`src/rtl/serial_rx_pkg.sv`:
```
package serial_rx_pkg;

   typedef enum logic [2:0] {
      RX_IDLE,
      RX_START,
      RX_DATA,
      RX_PAR,
      RX_STOP
   } rx_state_e;

   // error flag bit positions, shared by flags and enables
   localparam int unsigned ERR_OVR   = 0;
   localparam int unsigned ERR_NOISE = 1;
   localparam int unsigned ERR_FRAME = 2;
   localparam int unsigned ERR_PAR   = 3;
   localparam int unsigned N_ERR     = 4;

   typedef struct packed {
      logic noise;
      logic frame;
      logic par;
   } frame_err_t;

endpackage

```
`src/rtl/rx_line_sync.sv`:
```
module rx_line_sync #(
   parameter int unsigned STAGES  = 2,
   parameter logic        RST_VAL = 1'b1
) (
   input  logic clk_i,
   input  logic rst_ni,
   input  logic d_i,
   output logic q_o
);

   if (STAGES < 1) begin : g_bad_stages
      $error("rx_line_sync: STAGES must be at least 1");
   end

   if (STAGES == 1) begin : g_single
      logic q_q;
      always_ff @(posedge clk_i or negedge rst_ni) begin
         if (!rst_ni) q_q <= RST_VAL;
         else         q_q <= d_i;
      end
      assign q_o = q_q;
   end else begin : g_chain
      logic [STAGES-1:0] sr_q;
      always_ff @(posedge clk_i or negedge rst_ni) begin
         if (!rst_ni) sr_q <= {STAGES{RST_VAL}};
         else         sr_q <= {sr_q[STAGES-2:0], d_i};
      end
      assign q_o = sr_q[STAGES-1];
   end

endmodule

```
`src/rtl/rx_vote3.sv`:
```
module rx_vote3 (
   input  logic a_i,
   input  logic b_i,
   input  logic c_i,
   output logic maj_o,
   output logic dis_o
);

   assign maj_o = (a_i & b_i) | (a_i & c_i) | (b_i & c_i);
   assign dis_o = (a_i ^ b_i) | (b_i ^ c_i);

endmodule

```
`src/rtl/rx_bit_engine.sv`:
```
module rx_bit_engine
   import serial_rx_pkg::*;
#(
   parameter int unsigned OSR       = 16,
   parameter int unsigned DATA_BITS = 8
) (
   input  logic                 clk_i,
   input  logic                 rst_ni,
   input  logic                 line_i,
   input  logic                 tick_i,
   input  logic                 halt_i,
   input  logic                 par_en_i,
   input  logic                 par_odd_i,
   output logic                 done_o,
   output logic [DATA_BITS-1:0] data_o,
   output frame_err_t           errs_o
);

   localparam int unsigned CW = $clog2(OSR);
   localparam int unsigned IW = $clog2(DATA_BITS);
   localparam logic [CW-1:0] SMP0 = CW'(OSR / 2 - 1);
   localparam logic [CW-1:0] SMP1 = CW'(OSR / 2);
   localparam logic [CW-1:0] SMP2 = CW'(OSR / 2 + 1);
   localparam logic [CW-1:0] LAST = CW'(OSR - 1);
   localparam logic [IW-1:0] BIT_LAST = IW'(DATA_BITS - 1);

   if (OSR < 4) begin : g_bad_osr
      $error("rx_bit_engine: OSR must be at least 4");
   end
   if (DATA_BITS < 5 || DATA_BITS > 9) begin : g_bad_bits
      $error("rx_bit_engine: DATA_BITS must be 5..9");
   end

   rx_state_e            state_q;
   logic [CW-1:0]        cnt_q;
   logic [IW-1:0]        bit_idx_q;
   logic [DATA_BITS-1:0] sh_q;
   logic                 s_a_q, s_b_q;
   logic                 noise_q;
   logic                 par_bit_q;
   logic                 last_q;
   logic                 vote, dis;
   logic                 at_vote, at_last;

   rx_vote3 u_vote (
      .a_i   (s_a_q),
      .b_i   (s_b_q),
      .c_i   (line_i),
      .maj_o (vote),
      .dis_o (dis)
   );

   assign at_vote = (cnt_q == SMP2);
   assign at_last = (cnt_q == LAST);

   always_ff @(posedge clk_i or negedge rst_ni) begin
      if (!rst_ni) begin
         state_q   <= RX_IDLE;
         cnt_q     <= '0;
         bit_idx_q <= '0;
         sh_q      <= '0;
         s_a_q     <= 1'b0;
         s_b_q     <= 1'b0;
         noise_q   <= 1'b0;
         par_bit_q <= 1'b0;
         last_q    <= 1'b1;
         done_o    <= 1'b0;
         data_o    <= '0;
         errs_o    <= '0;
      end else begin
         done_o <= 1'b0;
         if (halt_i) begin
            state_q <= RX_IDLE;
            cnt_q   <= '0;
         end else if (tick_i) begin
            last_q <= line_i;
            if (state_q == RX_IDLE) begin
               if (last_q && !line_i) begin
                  state_q   <= RX_START;
                  cnt_q     <= CW'(1);
                  bit_idx_q <= '0;
                  noise_q   <= 1'b0;
               end
            end else begin
               cnt_q <= at_last ? '0 : cnt_q + 1'b1;
               if (cnt_q == SMP0) s_a_q <= line_i;
               if (cnt_q == SMP1) s_b_q <= line_i;
               if (at_vote) begin
                  unique case (state_q)
                     RX_START: begin
                        if (vote) state_q <= RX_IDLE;
                        else      noise_q <= dis;
                     end
                     RX_DATA: begin
                        sh_q    <= {vote, sh_q[DATA_BITS-1:1]};
                        noise_q <= noise_q | dis;
                     end
                     RX_PAR: begin
                        par_bit_q <= vote;
                        noise_q   <= noise_q | dis;
                     end
                     RX_STOP: begin
                        done_o       <= 1'b1;
                        data_o       <= sh_q;
                        errs_o.noise <= noise_q | dis;
                        errs_o.frame <= ~vote;
                        errs_o.par   <= par_en_i & (^sh_q ^ par_bit_q ^ par_odd_i);
                        state_q      <= RX_IDLE;
                     end
                     default: state_q <= RX_IDLE;
                  endcase
               end
               if (at_last) begin
                  unique case (state_q)
                     RX_START: state_q <= RX_DATA;
                     RX_DATA: begin
                        if (bit_idx_q == BIT_LAST) state_q <= par_en_i ? RX_PAR : RX_STOP;
                        else                       bit_idx_q <= bit_idx_q + 1'b1;
                     end
                     RX_PAR:  state_q <= RX_STOP;
                     default: ;
                  endcase
               end
            end
         end
      end
   end

   AST_STOP_FORCES_IDLE: assert property (@(posedge clk_i) disable iff (!rst_ni)
      halt_i |=> (state_q == RX_IDLE));
   AST_DONE_ONE_CYCLE: assert property (@(posedge clk_i) disable iff (!rst_ni)
      done_o |=> !done_o);
   AST_FALSE_START_DROPS: assert property (@(posedge clk_i) disable iff (!rst_ni)
      (state_q == RX_START && tick_i && !halt_i && at_vote && vote)
      |=> (state_q == RX_IDLE && !done_o));

endmodule

```
`src/rtl/rx_status_regs.sv`:
```
module rx_status_regs
   import serial_rx_pkg::*;
#(
   parameter int unsigned DATA_BITS = 8
) (
   input  logic                 clk_i,
   input  logic                 rst_ni,
   input  logic                 done_i,
   input  logic [DATA_BITS-1:0] data_i,
   input  frame_err_t           errs_i,
   input  logic                 stat_rd_i,
   input  logic                 data_rd_i,
   input  logic                 dbg_halt_i,
   input  logic                 clr_ok_i,
   input  logic [N_ERR-1:0]     ien_i,
   output logic [DATA_BITS-1:0] data_o,
   output logic [N_ERR-1:0]     flags_o,
   output logic                 full_o,
   output logic                 irq_o
);

   logic [DATA_BITS-1:0] data_q;
   logic [N_ERR-1:0]     flags_q, arm_q, new_set, clr_mask;
   logic                 full_q;
   logic                 clr_allow, rd_clr, accept, overrun;

   assign clr_allow = !dbg_halt_i || clr_ok_i;
   assign rd_clr    = data_rd_i && clr_allow;
   assign accept    = done_i && !full_q;
   assign overrun   = done_i && full_q;

   always_comb begin
      new_set = '0;
      if (accept) begin
         new_set[ERR_NOISE] = errs_i.noise;
         new_set[ERR_FRAME] = errs_i.frame;
         new_set[ERR_PAR]   = errs_i.par;
      end
      if (overrun) new_set[ERR_OVR] = 1'b1;
      clr_mask = rd_clr ? arm_q : '0;
   end

   always_ff @(posedge clk_i or negedge rst_ni) begin
      if (!rst_ni) begin
         data_q  <= '0;
         flags_q <= '0;
         arm_q   <= '0;
         full_q  <= 1'b0;
      end else begin
         flags_q <= (flags_q & ~clr_mask) | new_set;
         if (stat_rd_i)   arm_q <= flags_q;
         else if (rd_clr) arm_q <= '0;
         if (accept) begin
            data_q <= data_i;
            full_q <= 1'b1;
         end else if (rd_clr) begin
            full_q <= 1'b0;
         end
      end
   end

   assign data_o  = data_q;
   assign flags_o = flags_q;
   assign full_o  = full_q;
   assign irq_o   = |(flags_q & ien_i);

   AST_LOAD_SETS_FULL: assert property (@(posedge clk_i) disable iff (!rst_ni)
      accept |=> (full_q && data_q == $past(data_i)));
   AST_OVERRUN_KEEPS_DATA: assert property (@(posedge clk_i) disable iff (!rst_ni)
      overrun |=> ($stable(data_q) && full_q && flags_q[ERR_OVR]));
   AST_HALT_BLOCKS_CLEAR: assert property (@(posedge clk_i) disable iff (!rst_ni)
      (dbg_halt_i && !clr_ok_i)
      |=> ((($past(flags_q) & ~flags_q) == '0) && !($past(full_q) && !full_q)));

endmodule

```
`src/rtl/serial_rx_errirq.sv`:
```
module serial_rx_errirq
   import serial_rx_pkg::*;
#(
   parameter int unsigned OSR         = 16,
   parameter int unsigned DATA_BITS   = 8,
   parameter int unsigned SYNC_STAGES = 2
) (
   input  logic                 clk_i,
   input  logic                 rst_ni,
   input  logic                 rx_line_i,
   input  logic                 os_tick_i,
   input  logic                 rx_stop_i,
   input  logic                 par_en_i,
   input  logic                 par_odd_i,
   input  logic [N_ERR-1:0]     err_ien_i,
   input  logic                 stat_rd_i,
   input  logic                 data_rd_i,
   input  logic                 dbg_halt_i,
   input  logic                 halt_clr_ok_i,
   output logic [DATA_BITS-1:0] rx_data_o,
   output logic [N_ERR-1:0]     err_flags_o,
   output logic                 rx_full_o,
   output logic                 err_irq_o
);

   logic                 line_s;
   logic                 done;
   logic [DATA_BITS-1:0] char_data;
   frame_err_t           char_errs;

   rx_line_sync #(
      .STAGES  (SYNC_STAGES),
      .RST_VAL (1'b1)
   ) u_sync (
      .clk_i  (clk_i),
      .rst_ni (rst_ni),
      .d_i    (rx_line_i),
      .q_o    (line_s)
   );

   rx_bit_engine #(
      .OSR       (OSR),
      .DATA_BITS (DATA_BITS)
   ) u_engine (
      .clk_i     (clk_i),
      .rst_ni    (rst_ni),
      .line_i    (line_s),
      .tick_i    (os_tick_i),
      .halt_i    (rx_stop_i),
      .par_en_i  (par_en_i),
      .par_odd_i (par_odd_i),
      .done_o    (done),
      .data_o    (char_data),
      .errs_o    (char_errs)
   );

   rx_status_regs #(
      .DATA_BITS (DATA_BITS)
   ) u_status (
      .clk_i      (clk_i),
      .rst_ni     (rst_ni),
      .done_i     (done),
      .data_i     (char_data),
      .errs_i     (char_errs),
      .stat_rd_i  (stat_rd_i),
      .data_rd_i  (data_rd_i),
      .dbg_halt_i (dbg_halt_i),
      .clr_ok_i   (halt_clr_ok_i),
      .ien_i      (err_ien_i),
      .data_o     (rx_data_o),
      .flags_o    (err_flags_o),
      .full_o     (rx_full_o),
      .irq_o      (err_irq_o)
   );

endmodule

```
`config.mk`:
```
export PLATFORM = sky130hd
export DESIGN_NAME = serial_rx_errirq
export DESIGN_NICKNAME = d
export VERILOG_FILES = /design/src/rtl/serial_rx_pkg.sv /design/src/rtl/rx_line_sync.sv /design/src/rtl/rx_vote3.sv /design/src/rtl/rx_bit_engine.sv /design/src/rtl/rx_status_regs.sv /design/src/rtl/serial_rx_errirq.sv
export SDC_FILE = /design/constraint.sdc
export NUM_CORES = 1
export LEC_CHECK = 0
export ABC_CLOCK_PERIOD_IN_PS = 2600
export BUFFER_PORTS_ARGS = -buffer_cell sky130_fd_sc_hd__buf_2
export CAP_MARGIN = 10
export CORE_UTILIZATION = 30
export DETAILED_ROUTE_END_ITERATION = 7
export PLACE_DENSITY = 0.57
export REMOVE_ABC_BUFFERS = 1
export SYNTH_ARGS = -nofsm -noshare
export SYNTH_HDL_FRONTEND = slang
export SYNTH_SLANG_ARGS = --single-unit
```
`constraint.sdc`:
```
create_clock -name clk_i -period 2.6 [get_ports clk_i]
set_input_delay 0.13 -clock clk_i [delete_from_list [all_inputs] [get_ports clk_i]]
set_output_delay 0.13 -clock clk_i [all_outputs]
set_load 0.05 [all_outputs]
```
==> metrics.log <==
INFO  metric outcome = completed
INFO  metric grt_first_pass_wirelength = 8404 um
INFO  metric synth_top_cells_by_area = sky130_fd_sc_hd__dfrtp_1 (49%), sky130_fd_sc_hd__nand2_1 (7.1%), sky130_fd_sc_hd__mux2_2 (6.4%)
INFO  metric drt-vias-per-instance = 4.856
INFO  metric share_of_the_clock_period_used_by_the_worst_path_after_layout = 0.7467
INFO  metric finalHoldWorstSlack = 0.09093 ns
INFO  metric clock_power_share = 0.343
INFO  metric netlist.top_cell.by_area = sky130_fd_sc_hd__dfrtp_1
INFO  metric synth_top_area_share = 0.4862
INFO  metric dieHeight = 95.54 um
INFO  metric tritoncts_clock_tree = yes
INFO  metric grt_start_max_net_pins = 31
INFO  metric total_power = 1.470 mW
INFO  metric critical_path.slowest_cell = sky130_fd_sc_hd__or4b_4
INFO  metric fillerInstances = 863
INFO  metric detailedPlacementHpwl = 3564 um
INFO  metric number_of_enable_type_register_cells_in_the_synthesized_netlist = 0
INFO  metric synth.lib_cells_used.distinct = 49
INFO  metric drt_iter0_markers = 83
INFO  metric clock_sink_count = 54
INFO  metric layoutNonFillerInstCount = 376
INFO  metric peakVddDrop = 291.3 uV
INFO  metric detail_route.first_pass.iterations = 4
INFO  metric leakage = 1.490 nW
INFO  metric wl_per_cell = 12.88 um
INFO  metric seq_power_share = 0.587
INFO  metric ioPinCount = 29
INFO  metric final_period_minus_worst_setup_slack = 1.941 ns
INFO  metric post-place-cells = 366
INFO  metric synthCells = 242
INFO  metric synth.ff_latch_count = 54
INFO  metric initial_cell_density_of_the_core = 0.3147
INFO  metric power.density_cell_area = 497.8 nW/um^2
INFO  metric drv_slew = 0
INFO  metric area_growth_from_synthesis_to_final_layout = 12.49%
INFO  metric timing_worst_setup_path_type = reg -> reg
INFO  metric timing.critical_path.cells = inv_1 > ha_1 > nand3b_4 > or4b_4 > mux2_4
INFO  metric post_synth.cell_area_avg = 10.85 um^2
INFO  metric grt_setup_unrepaired = no
INFO  metric async_flop_share = 1.000
INFO  metric worst_slew_margin_rel = 0.4912
INFO  metric post-cts-setup-buffer-count = 0
INFO  metric vias = 1826
INFO  metric final.setup_skew = 0.01584 ns
INFO  metric final_hold_viol_count = 0
INFO  metric drt_wl_total = 4842 um
INFO  metric yosys_warnings = 0
INFO  metric clkLatencyLatePin = 0.32 ns
INFO  metric antenna_found_initial = 0
INFO  metric cts_inserted_buffers = 5
INFO  metric fin_tns_setup = 0 ns
INFO  metric netlist_area = 2625 um^2
INFO  metric overflow = 0
INFO  metric critPathLaunchType = flop
INFO  metric floorplan.rows = 33
INFO  metric cts-htree-levels = 2
INFO  metric p_comb_frac = 0.070
INFO  metric timing.critical_path.arrival = 2.15 ns
INFO  metric clk_pin_slew = 0.11 ns
INFO  metric min_path_type = in -> reg
INFO  metric final_common_cell = sky130_fd_sc_hd__dfrtp_1
INFO  metric nets = 292
INFO  metric required = 2.81 ns
INFO  metric num_antenna_cells = 0
INFO  metric worst_pin_slew = 0.7616 ns
INFO  metric worst_path_dominant_cell_family = simple AND/OR/NAND/NOR gates
INFO  metric p_switching = 375.9 uW
INFO  metric clock.fmax = 515.1 MHz
INFO  metric internal_power = 1.094 mW
INFO  metric sw_frac_of_total = 0.2557
INFO  metric die_w = 95.54 um
INFO  metric layout-drive-gt1-share = 0.2435
INFO  metric ys_dominant_reg_cell = sky130_fd_sc_hd__dfrtp_1
INFO  metric coreArea = 8341 um^2
INFO  metric crit_fanout = 15
INFO  metric post-route-drc-count = 0
INFO  metric drt.antenna.violating_nets = 0
INFO  metric portBuffers = 28
INFO  metric maxCapViolCount = 0
INFO  metric yosysSeqAreaShare = 0.5162
INFO  metric mostFrequentLayoutCells = sky130_fd_sc_hd__dfrtp_1 (51), sky130_fd_sc_hd__nand2_1 (50), sky130_fd_sc_hd__buf_2 (28)
INFO  metric layout.core_utilization = 0.3540
INFO  metric clock_tree.buffer_depth = 2
INFO  metric worst_setup_path_end_kind = flop
INFO  metric setup-violations-final = 0
INFO  metric track_usage = 0.1178
INFO  metric max_stage_delay = 0.64 ns
INFO  metric number_of_buffer_and_inverter_stages_on_the_critical_path = 1
INFO  metric grt_pass1_vias = 1813
INFO  metric gp_congestion = 0.8276
INFO  metric fp.dieArea = 9128 um^2
INFO  metric clock-root-buffer = sky130_fd_sc_hd__clkbuf_8
[layout make-up]
class	count	area, um^2	share of cell area
Inverter	8	30.03	0.01017
Tap cell	105	131.4	0.04449
Clock buffer	5	68.82	0.02331
Sequential cell	54	1355	0.4589
Timing Repair Buffer	33	182.7	0.06186
Clock inverter	3	28.78	0.009746
Multi-Input combinational cell	168	1156	0.3915
[per-stage QoR]
stage	worst slack, ns	area, um^2
global placement	0.6915	2835
CTS	0.6614	2953
floorplan	0.7741	2541
detailed placement	0.6757	2835
finish	0.6586	2953
global route	0.4688	2953
[cells in the mapped netlist, drive strengths merged, types with 2 or more instances]
library cell   n
o22ai          2
xnor2          6
o32a           2
a21boi         2
nand2         50
nor3           2
nor2           8
nand4          2
ha             7
o31ai          2
nor4           4
buf            6
a211oi         3
nand3          3
inv            8
clkbuf         6
nand2b         6
mux2          18
a22o           8
nand3b         2
a21oi         10
a22oi          2
o21ai         12
dfstp          3
dfrtp         51
[registers in the layout, indices dropped and copies added, names as in the netlist]
name and flops:
u_status.arm_q 4, u_engine.bit_idx_q 3, u_engine.errs_o 3, u_engine.data_o 8, u_engine.last_q 1, u_status.full_o 1
u_engine.noise_q 1, u_engine.cnt_q 4, u_engine.state_q 3, u_sync.g_chain.sr_q 2, u_engine.sh_q 8, u_status.flags_o 4
u_status.data_o 8, u_engine.par_bit_q 1, u_engine.s_a_q 1, u_engine.done_o 1, u_engine.s_b_q 1
[routing by layer]
| metal | GRT usage | wire length (um) | up-vias |
|---|---|---|---|
| li1 | - | - | 900 |
| met1 | 0.1618 | 2471 | 883 |
| met2 | 0.1857 | 2127 | 38 |
| met3 | 0.02392 | 186 | 5 |
| met4 | 0.03731 | 56 | 0 |
| met5 | 0 | 0 | - |
[cell families (layout without fill, tap and decap cells)]
kind of cell,Yosys count,count (layout),synth area share
DFF,54,54,0.5162
AOI/OAI and AO/OA,50,50,0.1292
and+or+nand+nor,85,85,0.1644
buffers and inverters,20,49,0.04337
adders and majority gates,7,7,0.03336
muxes,18,18,0.08150
xor gates and xnor gates,8,8,0.03194
[power by group through the flow]
stage                     sequential [mW]  combinational (mW)  clock [mW]
after global placement              0.879               0.101           0
final                               0.863               0.102       0.504
after CTS                           0.864               0.104       0.524
after global routing                0.866               0.116       0.564
after floorplan                     0.877              0.0508           0
after detailed placement            0.880               0.101           0
[worst reg2reg max path, stage by stage (launching register included)]
cell and delay, ns:
sky130_fd_sc_hd__dfrtp_1 0.42, sky130_fd_sc_hd__inv_1 0.10, sky130_fd_sc_hd__ha_1 0.20, sky130_fd_sc_hd__nand3b_4 0.14, sky130_fd_sc_hd__or4b_4 0.64, sky130_fd_sc_hd__mux2_4 0.34
[path summary, 6_finish.rpt]
check | end | startpoint | slack (ns) | cells past startpoint
setup / recovery | u_engine.data_o[4] | u_engine.cnt_q[1] | 0.66 | 5
setup reg to reg | u_engine.data_o[4] | u_engine.cnt_q[1] | 0.66 | 5
hold / removal | u_engine.cnt_q[3] | rx_stop_i | 0.09 | 2
hold reg to reg | u_sync.g_chain.sr_q[1] | u_sync.g_chain.sr_q[0] | 0.36 | 0
max in group asynchronous | u_sync.g_chain.sr_q[1] | rst_ni | 1.52 | 3
min in group asynchronous | u_engine.sh_q[2] | rst_ni | 0.38 | 2
[what timing repair did]
item | CTS | global route
hold buffers | 2 | 0
endpoints found under the hold margin | 29 | 0
resized for setup | 0 | 0
Note: power is estimated with default switching activity, not from simulation.
